## config.mk

```make
export PLATFORM = sky130hd
export DESIGN_NAME = flash_prot_gate
export DESIGN_NICKNAME = d
export VERILOG_FILES = /design/src/rtl/fwp_pkg.sv /design/src/rtl/fwp_bp_reg.sv /design/src/rtl/fwp_range_chk.sv /design/src/rtl/fwp_hv_gate.sv /design/src/rtl/flash_prot_gate.sv
export SDC_FILE = /design/constraint.sdc
export NUM_CORES = 1
export LEC_CHECK = 0
export BUFFER_PORTS_ARGS = -buffer_cell sky130_fd_sc_hd__buf_2
export CAP_MARGIN = 10
export CORE_MARGIN = 2
export CORE_UTILIZATION = 25
export CTS_CLUSTER_SIZE = 12
export DETAILED_ROUTE_END_ITERATION = 7
export GPL_TIMING_DRIVEN = 0
export SLEW_MARGIN = 20
export SYNTH_ARGS = -nofsm -noshare
export SYNTH_HDL_FRONTEND = slang
export SYNTH_SLANG_ARGS = --single-unit
```

## constraint.sdc

```tcl
create_clock -name clk -period 2.4 [get_ports clk]
set_clock_uncertainty 0.1 [all_clocks]
set_input_delay 0.12 -clock clk [delete_from_list [all_inputs] [get_ports clk]]
set_output_delay 0.12 -clock clk [all_outputs]
set_load 0.02 [all_outputs]
```

## src/rtl/fwp_pkg.sv

```systemverilog
package fwp_pkg;
  typedef enum logic {
    HV_PROGRAM = 1'b0,
    HV_ERASE   = 1'b1
  } hv_mode_e;
endpackage

```

## src/rtl/fwp_bp_reg.sv

```systemverilog
module fwp_bp_reg #(
  parameter int          ADDR_W   = 16,
  parameter int          DATA_W   = 8,
  parameter int          PROT_LSB = 9,
  parameter logic [ADDR_W-1:0] REG_ADDR = 16'hFE08
) (
  input  logic                          clk,
  input  logic                          rst_n,
  input  logic                          reg_wr,
  input  logic                          reg_rd,
  input  logic [ADDR_W-1:0]             reg_addr,
  input  logic [DATA_W-1:0]             reg_wdata,
  output logic [ADDR_W-PROT_LSB-1:0]    field,
  output logic [DATA_W-1:0]             reg_rdata
);
  localparam int FIELD_W = ADDR_W - PROT_LSB;

  logic                  sel;
  logic                  wr_hit;
  logic                  rd_hit;
  logic [FIELD_W-1:0]    field_q;

  assign sel    = (reg_addr == REG_ADDR);
  assign wr_hit = reg_wr && sel;
  assign rd_hit = reg_rd && sel;

  always_ff @(posedge clk or negedge rst_n) begin
    if (!rst_n)      field_q <= '0;
    else if (wr_hit) field_q <= reg_wdata[FIELD_W:1];
  end

  always_comb begin
    reg_rdata = '0;
    if (rd_hit) reg_rdata[FIELD_W:1] = field_q;
  end

  assign field = field_q;

  assert_write_takes_R2: assert property (@(posedge clk) disable iff (!rst_n)
    wr_hit |=> field_q == $past(reg_wdata[FIELD_W:1]));

  assert_bit0_reads_zero_R2: assert property (@(posedge clk) disable iff (!rst_n)
    rd_hit |-> reg_rdata[0] == 1'b0);

  assert_other_write_ignored_R3: assert property (@(posedge clk) disable iff (!rst_n)
    !wr_hit |=> $stable(field_q));

  assert_miss_reads_zero_R3: assert property (@(posedge clk) disable iff (!rst_n)
    !rd_hit |-> reg_rdata == '0);
endmodule

```

## src/rtl/fwp_range_chk.sv

```systemverilog
module fwp_range_chk #(
  parameter int ADDR_W   = 16,
  parameter int PROT_LSB = 9
) (
  input  logic                        clk,
  input  logic                        rst_n,
  input  logic [ADDR_W-PROT_LSB-1:0]  field,
  input  logic [ADDR_W-1:0]           target,
  output logic [ADDR_W-1:0]           start_addr,
  output logic                        prot_hit
);
  localparam int FIELD_W = ADDR_W - PROT_LSB;

  function automatic logic [ADDR_W-1:0] calc_start(input logic [FIELD_W-1:0] f);
    calc_start = {f, {PROT_LSB{1'b0}}};
  endfunction

  function automatic logic in_range(input logic [ADDR_W-1:0] a,
                                    input logic [ADDR_W-1:0] s);
    in_range = (a >= s);
  endfunction

  assign start_addr = calc_start(field);
  assign prot_hit   = in_range(target, start_addr);

  assert_upper_compare_R4: assert property (@(posedge clk) disable iff (!rst_n)
    prot_hit == (target[ADDR_W-1:PROT_LSB] >= field));

  assert_top_protected_R4: assert property (@(posedge clk) disable iff (!rst_n)
    (&target) |-> prot_hit);

  assert_zero_field_all_R4: assert property (@(posedge clk) disable iff (!rst_n)
    (field == '0) |-> prot_hit);
endmodule

```

## src/rtl/fwp_hv_gate.sv

```systemverilog
module fwp_hv_gate
  import fwp_pkg::*;
(
  input  logic     clk,
  input  logic     rst_n,
  input  logic     hv_set,
  input  logic     hv_clr,
  input  hv_mode_e hv_mode,
  input  logic     prot_hit,
  output logic     hv_en,
  output logic     hv_op_erase,
  output logic     violation
);
  logic     grant;
  logic     refuse;
  logic     revoke;
  logic     en_q;
  logic     viol_q;
  hv_mode_e op_q;

  assign grant  = hv_set && !hv_clr && !prot_hit;
  assign refuse = hv_set && prot_hit;
  assign revoke = en_q && prot_hit;

  always_ff @(posedge clk or negedge rst_n) begin
    if (!rst_n) begin
      en_q   <= 1'b0;
      viol_q <= 1'b0;
      op_q   <= HV_PROGRAM;
    end else begin
      viol_q <= refuse;
      if (hv_clr)      en_q <= 1'b0;
      else if (hv_set) en_q <= !prot_hit;
      else if (revoke) en_q <= 1'b0;
      if (grant) op_q <= hv_mode;
    end
  end

  assign hv_en       = en_q;
  assign hv_op_erase = (op_q == HV_ERASE);
  assign violation   = viol_q;

  assert_grant_sets_R5: assert property (@(posedge clk) disable iff (!rst_n)
    grant |=> hv_en && (hv_op_erase == ($past(hv_mode) == HV_ERASE)));

  assert_refuse_holds_low_R6: assert property (@(posedge clk) disable iff (!rst_n)
    refuse |=> !hv_en && violation);

  assert_violation_cause_R6: assert property (@(posedge clk) disable iff (!rst_n)
    violation |-> $past(refuse));

  assert_revoke_clears_R8: assert property (@(posedge clk) disable iff (!rst_n)
    (revoke && !hv_set) |=> !hv_en);

  assert_clear_wins_R9: assert property (@(posedge clk) disable iff (!rst_n)
    hv_clr |=> !hv_en);
endmodule

```

## src/rtl/flash_prot_gate.sv

```systemverilog
module flash_prot_gate
  import fwp_pkg::*;
#(
  parameter int          ADDR_W   = 16,
  parameter int          DATA_W   = 8,
  parameter int          PROT_LSB = 9,
  parameter logic [ADDR_W-1:0] REG_ADDR = 16'hFE08
) (
  input  logic              clk,
  input  logic              rst_n,
  input  logic              reg_wr,
  input  logic              reg_rd,
  input  logic [ADDR_W-1:0] reg_addr,
  input  logic [DATA_W-1:0] reg_wdata,
  output logic [DATA_W-1:0] reg_rdata,
  input  logic              hv_set,
  input  logic              hv_clr,
  input  logic              hv_erase,
  input  logic [ADDR_W-1:0] flash_addr,
  output logic              hv_en,
  output logic              hv_op_erase,
  output logic              prot_violation
);
  localparam int FIELD_W = ADDR_W - PROT_LSB;

  logic [FIELD_W-1:0] field;
  logic [ADDR_W-1:0]  start_addr;
  logic               prot_hit;
  hv_mode_e           mode;

  assign mode = hv_mode_e'(hv_erase);

  fwp_bp_reg #(
    .ADDR_W(ADDR_W), .DATA_W(DATA_W), .PROT_LSB(PROT_LSB), .REG_ADDR(REG_ADDR)
  ) reg_i (
    .clk(clk), .rst_n(rst_n), .reg_wr(reg_wr), .reg_rd(reg_rd),
    .reg_addr(reg_addr), .reg_wdata(reg_wdata),
    .field(field), .reg_rdata(reg_rdata)
  );

  fwp_range_chk #(
    .ADDR_W(ADDR_W), .PROT_LSB(PROT_LSB)
  ) chk_i (
    .clk(clk), .rst_n(rst_n), .field(field), .target(flash_addr),
    .start_addr(start_addr), .prot_hit(prot_hit)
  );

  fwp_hv_gate gate_i (
    .clk(clk), .rst_n(rst_n), .hv_set(hv_set), .hv_clr(hv_clr),
    .hv_mode(mode), .prot_hit(prot_hit),
    .hv_en(hv_en), .hv_op_erase(hv_op_erase), .violation(prot_violation)
  );

  assert_start_low_zero_R4: assert property (@(posedge clk) disable iff (!rst_n)
    start_addr[PROT_LSB-1:0] == '0);

  assert_old_value_used_R7: assert property (@(posedge clk) disable iff (!rst_n)
    (hv_set && !hv_clr && !prot_hit && reg_wr && reg_addr == REG_ADDR) |=> hv_en);
endmodule

```

== Word-level counts from Yosys, hierarchy flattened ==
Cells that the tools add are included.

* Register bits: 10
* Output and inout port bits: 11

* Reduce and logical (&&, ||, !) cells: 9
* Equal/unequal tests: 1
* Multiplexer cells: 4
* Order comparisons: 1

{| class="wikitable"
|+ Operators with widths
! operator !! count
|-
| 16-bit == test, second input constant || 1
|-
| 16-bit >= comparator || 1
|-
| 7-bit 2-to-1 mux || 1
|-
| 1-bit logical AND || 6
|-
| 1-bit 2-to-1 mux || 3
|-
| 3-bit nonzero test || 1
|-
| 1-bit logical NOT || 2
|}

== Longest topological paths before layout ==
* Depth after elaboration: 5
* Gate-level depth with buffers: 6
* Depth with buffers taken out: 6

== Modules after synthesis ==
A second synthesis with hierarchy kept.

* Cell total of the unflattened synthesis: 82
* Area, all modules: 860.8 um^2

{| class="wikitable"
|+ By module, submodules not included
! module !! cells each !! times used !! sequential area each (um^2) !! area an instance (um^2)
|-
| fwp_bp_reg || 30 || 1 || 175.2 || 420.4
|-
| fwp_range_chk || 44 || 1 || 0.0 || 321.6
|-
| fwp_hv_gate || 8 || 1 || 75.1 || 118.9
|}

== Worst setup path before layout ==
No wires, ideal clock.

* Path kind: flip-flop to flip-flop
* From: register reg_i.field_q[2], in the netlist reg_i.field[2]
* To: register gate_i.op_q, in the netlist gate_i.hv_op_erase
* Path slack: 0.667 ns
* Arrival time: 1.508 ns
* Data required time: 2.175 ns
* Clock period less this slack: 1.733 ns
* Buffers on the path: 0
* Cell stages (with the launch flop): 7
* Path through: dfrtp_1 inv_1 ha_1 a21oi_1 a21oi_1 nor4_1 mux2_2

* Longest elaborated chain between the ends: 3

{| class="wikitable"
|+ RTL lines
! item !! RTL line !! text
|-
| start: declaration || fwp_bp_reg.sv:21 || <nowiki>logic [FIELD_W-1:0] field_q;</nowiki>
|-
| start signal: assignment || fwp_bp_reg.sv:29 || <nowiki>else if (wr_hit) field_q <= reg_wdata[FIELD_W:1];</nowiki>
|-
| 16-bit >= comparator || fwp_range_chk.sv:20 || <nowiki>in_range = (a >= s);</nowiki>
|-
| 1-bit logical NOT || fwp_hv_gate.sv:21 || <nowiki>assign grant = hv_set && !hv_clr && !prot_hit;</nowiki>
|-
| 1-bit logical AND || fwp_hv_gate.sv:21 ||
|-
| end signal: assignment || fwp_hv_gate.sv:35 || <nowiki>if (grant) op_q <= hv_mode;</nowiki>
|-
| end: declaration || fwp_hv_gate.sv:19 || <nowiki>hv_mode_e op_q;</nowiki>
|}

Every way passes these cells.
A chain may end at the register's enable or synchronous reset.

== Final worst setup path ==
* From: register reg_i.field_q[6], in the netlist reg_i.field[6]
* To: register gate_i.op_q, in the netlist gate_i.hv_op_erase

The elaborated chain is that of the path after synthesis.

==> reports/qor.yml <==
grt_pass1_vias: 750
cts_buffer_depth: 2
p_per_area_nw_per_um2: 359.1
clock_sinks: 10
finalSetupViolCount: 0
end_kind: "flop"
synthXorXnorAreaFrac: 0
period_minus_slack_ps: 1878
die_area_sq_um: 3253
dp.cells: 151
critPathLaunchType: "flop"
syn_inst: 65
grt_max_degree: 11
drc: 0
async_flop_share: 1.000
min_period_over_period: 0.7827
instances_no_fill: 166
dr_wl_met3_um: 84
initial_core_util: 0.2595
syn_area_per_cell_sq_um: 10.82
die_x_um: 57.04
dr.pass1.iters: 4
fmax_ghz: 0.5324
fp-row-count: 19
met2_length_um: 1026
tns_ps: 0
ir_drop_mv: 0.2700
antenna_left: 0
drt_wl_total_um: 1782
yosysTopAreaCellShare: 0.3559
postCtsSetupRepairBufs: 0
synthesis.area_sq_um: 703.2
drt-met1-wl_um: 670
hold_viol: 0
synth_seq_area_share: 0.3559
drv_slew: 0
cts.clk_slew.worst_paths_ps: 60
cts_tree: "done"
root_buffer: "clkbuf_4"
cts-buffers-inserted: 3
synth_fa_ha_area_frac: 0.1246
status: "complete, no violations"
numPortBuffers: 55
pin_count: 58
fin_nets: 190
synth_ff_type: "dfrtp_1"
cp-startpoint: "reg_i.field[6]"
synth_nets: 119
fillers: 279
reg2reg_from: "reg_i.field[6]"
total_leakage_power_nw: 0.6381
grt_pass1_wl_um: 3111
cp_max_fo: 3
path_class: "reg2reg"
synth_top_family_by_area: "simple AND/OR/NAND/NOR gates"
grt_overflow_total: 0
core_region_area_sq_um: 2710
synth-edff-count: 0
syn_to_final_growth_pct: 65.48
routed_via_density: 4.482
ys_ff_latch: 10
rsz0062_at_grt: "false"
die_h_um: 57.04
ys_warn_count: 0
top_layer: "met3"
muxShareOfSynthArea: 0.1281
crit_required_ps: 2450
insertion_delay_ps: 260
antenna_cells: 0
synth-compound-area-share: 0.02847
synth_most_common_cell: "dfrtp_1"
gp_congestion: 0.7387
yosys.area_share.simple: 0.3096
maxCapViolCount: 0
hold_class: "in2async"
antenna_found_initial: 0
yosys-top-cells-area: "dfrtp_1 (36%), mux2_2 (13%), ha_1 (12%)"
synth_largest_area_cell: "dfrtp_1"
wl_per_cell_um: 10.73
dpl.hpwl_um: 1519
arrival_ps: 1920
cts_max_level: 1
p_total_uw: 417.9
drtIter0Drc: 8
final_layout_size_suffix_gt1_frac: 0.5778
num_vias: 744
yosysUniqueCellTypes: 22
grt_usage: 0.1208
yosys-top-cells-count: "dfrtp_1 (10), mux2_2 (8), and3_2 (7), ha_1 (7), inv_1 (7)"
[layer usage]
metal	vias to the layer above	track usage
li1	385	-
met5	-	0
met3	0	0.02268
met2	19	0.2250
met4	0	0.03987
met1	340	0.1374
[worst paths after layout]
kind	end	slack (ps)	cells past startpoint
setup / recovery	gate_i.hv_op_erase	520	6
hold / removal	gate_i.violation	150	2
min in group clk	reg_i.field[6]	160	3
max in group asynchronous	reg_i.field[5]	1860	2
hold reg to reg	gate_i.hv_op_erase	400	1
setup reg to reg	gate_i.hv_op_erase	520	6
[critical path, stage by stage (launching register included)]
cell     delay [ps]
dfrtp_1         370
inv_1            60
ha_1            310
nand4_1         130
nor4_1          400
nor4_1          110
mux2_2          280
[stage by stage]
stage | instance area (sq um) | utilization | setup WS [ps] | hold slack [ps]
6_report | 1164 | 0.4294 | 521.6 | 148.9
5_1_grt | 1164 | 0.4294 | 268.9 | 158.3
4_1_cts | 1164 | 0.4294 | 495.6 | 143.5
3_5_place_dp | 1017 | 0.3753 | 472.8 | -103.9
3_3_place_gp | 1017 | 0.3753 | 488.3 | -110.2
2_1_floorplan | 703.2 | - | 667.4 | -275.6
[power by group]
group | internal (mW) | switching [mW]
clock | 0.0919 | 0.0536
sequential | 0.175 | 0.00216
combinational | 0.0568 | 0.0389
[cells by family (layout without fill, tap and decap cells)]
| family | Yosys count | in the layout |
|---|---|---|
| mux | 8 | 8 |
| buf+inv | 8 | 78 |
| simple gates | 27 | 27 |
| compound gates | 4 | 4 |
| flops | 10 | 10 |
| fa+ha+maj | 7 | 7 |
| other cells | 1 | 1 |
[sequential cells by signal (all words and copies together), names as in the netlist]
name / flops
gate_i.hv_op_erase: 1
reg_i.field: 7
gate_i.violation: 1
gate_i.hv_en: 1
[area by class of cell]
class | instances | area (sq um) | area share
multi-input cells | 47 | 419.2 | 0.3602
repair buffers | 66 | 385.4 | 0.3312
flip-flops and latches | 10 | 250.2 | 0.2151
well taps | 31 | 38.79 | 0.03333
clock buffers | 4 | 36.28 | 0.03118
inverters | 7 | 26.28 | 0.02258
plain buffers | 1 | 7.507 | 0.006452
[placed cells by master, fill, tap and decap left out, types with 3 or more instances in the layout]
cell | netlist | final
and3_2 | 7 | 7
clkbuf_4 | 0 | 3
a21oi_1 | 4 | 4
dfrtp_1 | 10 | 10
ha_1 | 7 | 7
buf_2 | 0 | 55
dlygate4sd3_1 | 0 | 11
mux2_2 | 8 | 8
inv_1 | 7 | 7
nand4b_1 | 3 | 3
[repair_timing]
item	in CTS	in global routing
endpoints found under the hold margin	20	0
hold buffers	11	0
resized for setup	0	0
(Power assumes the default switching activity.)
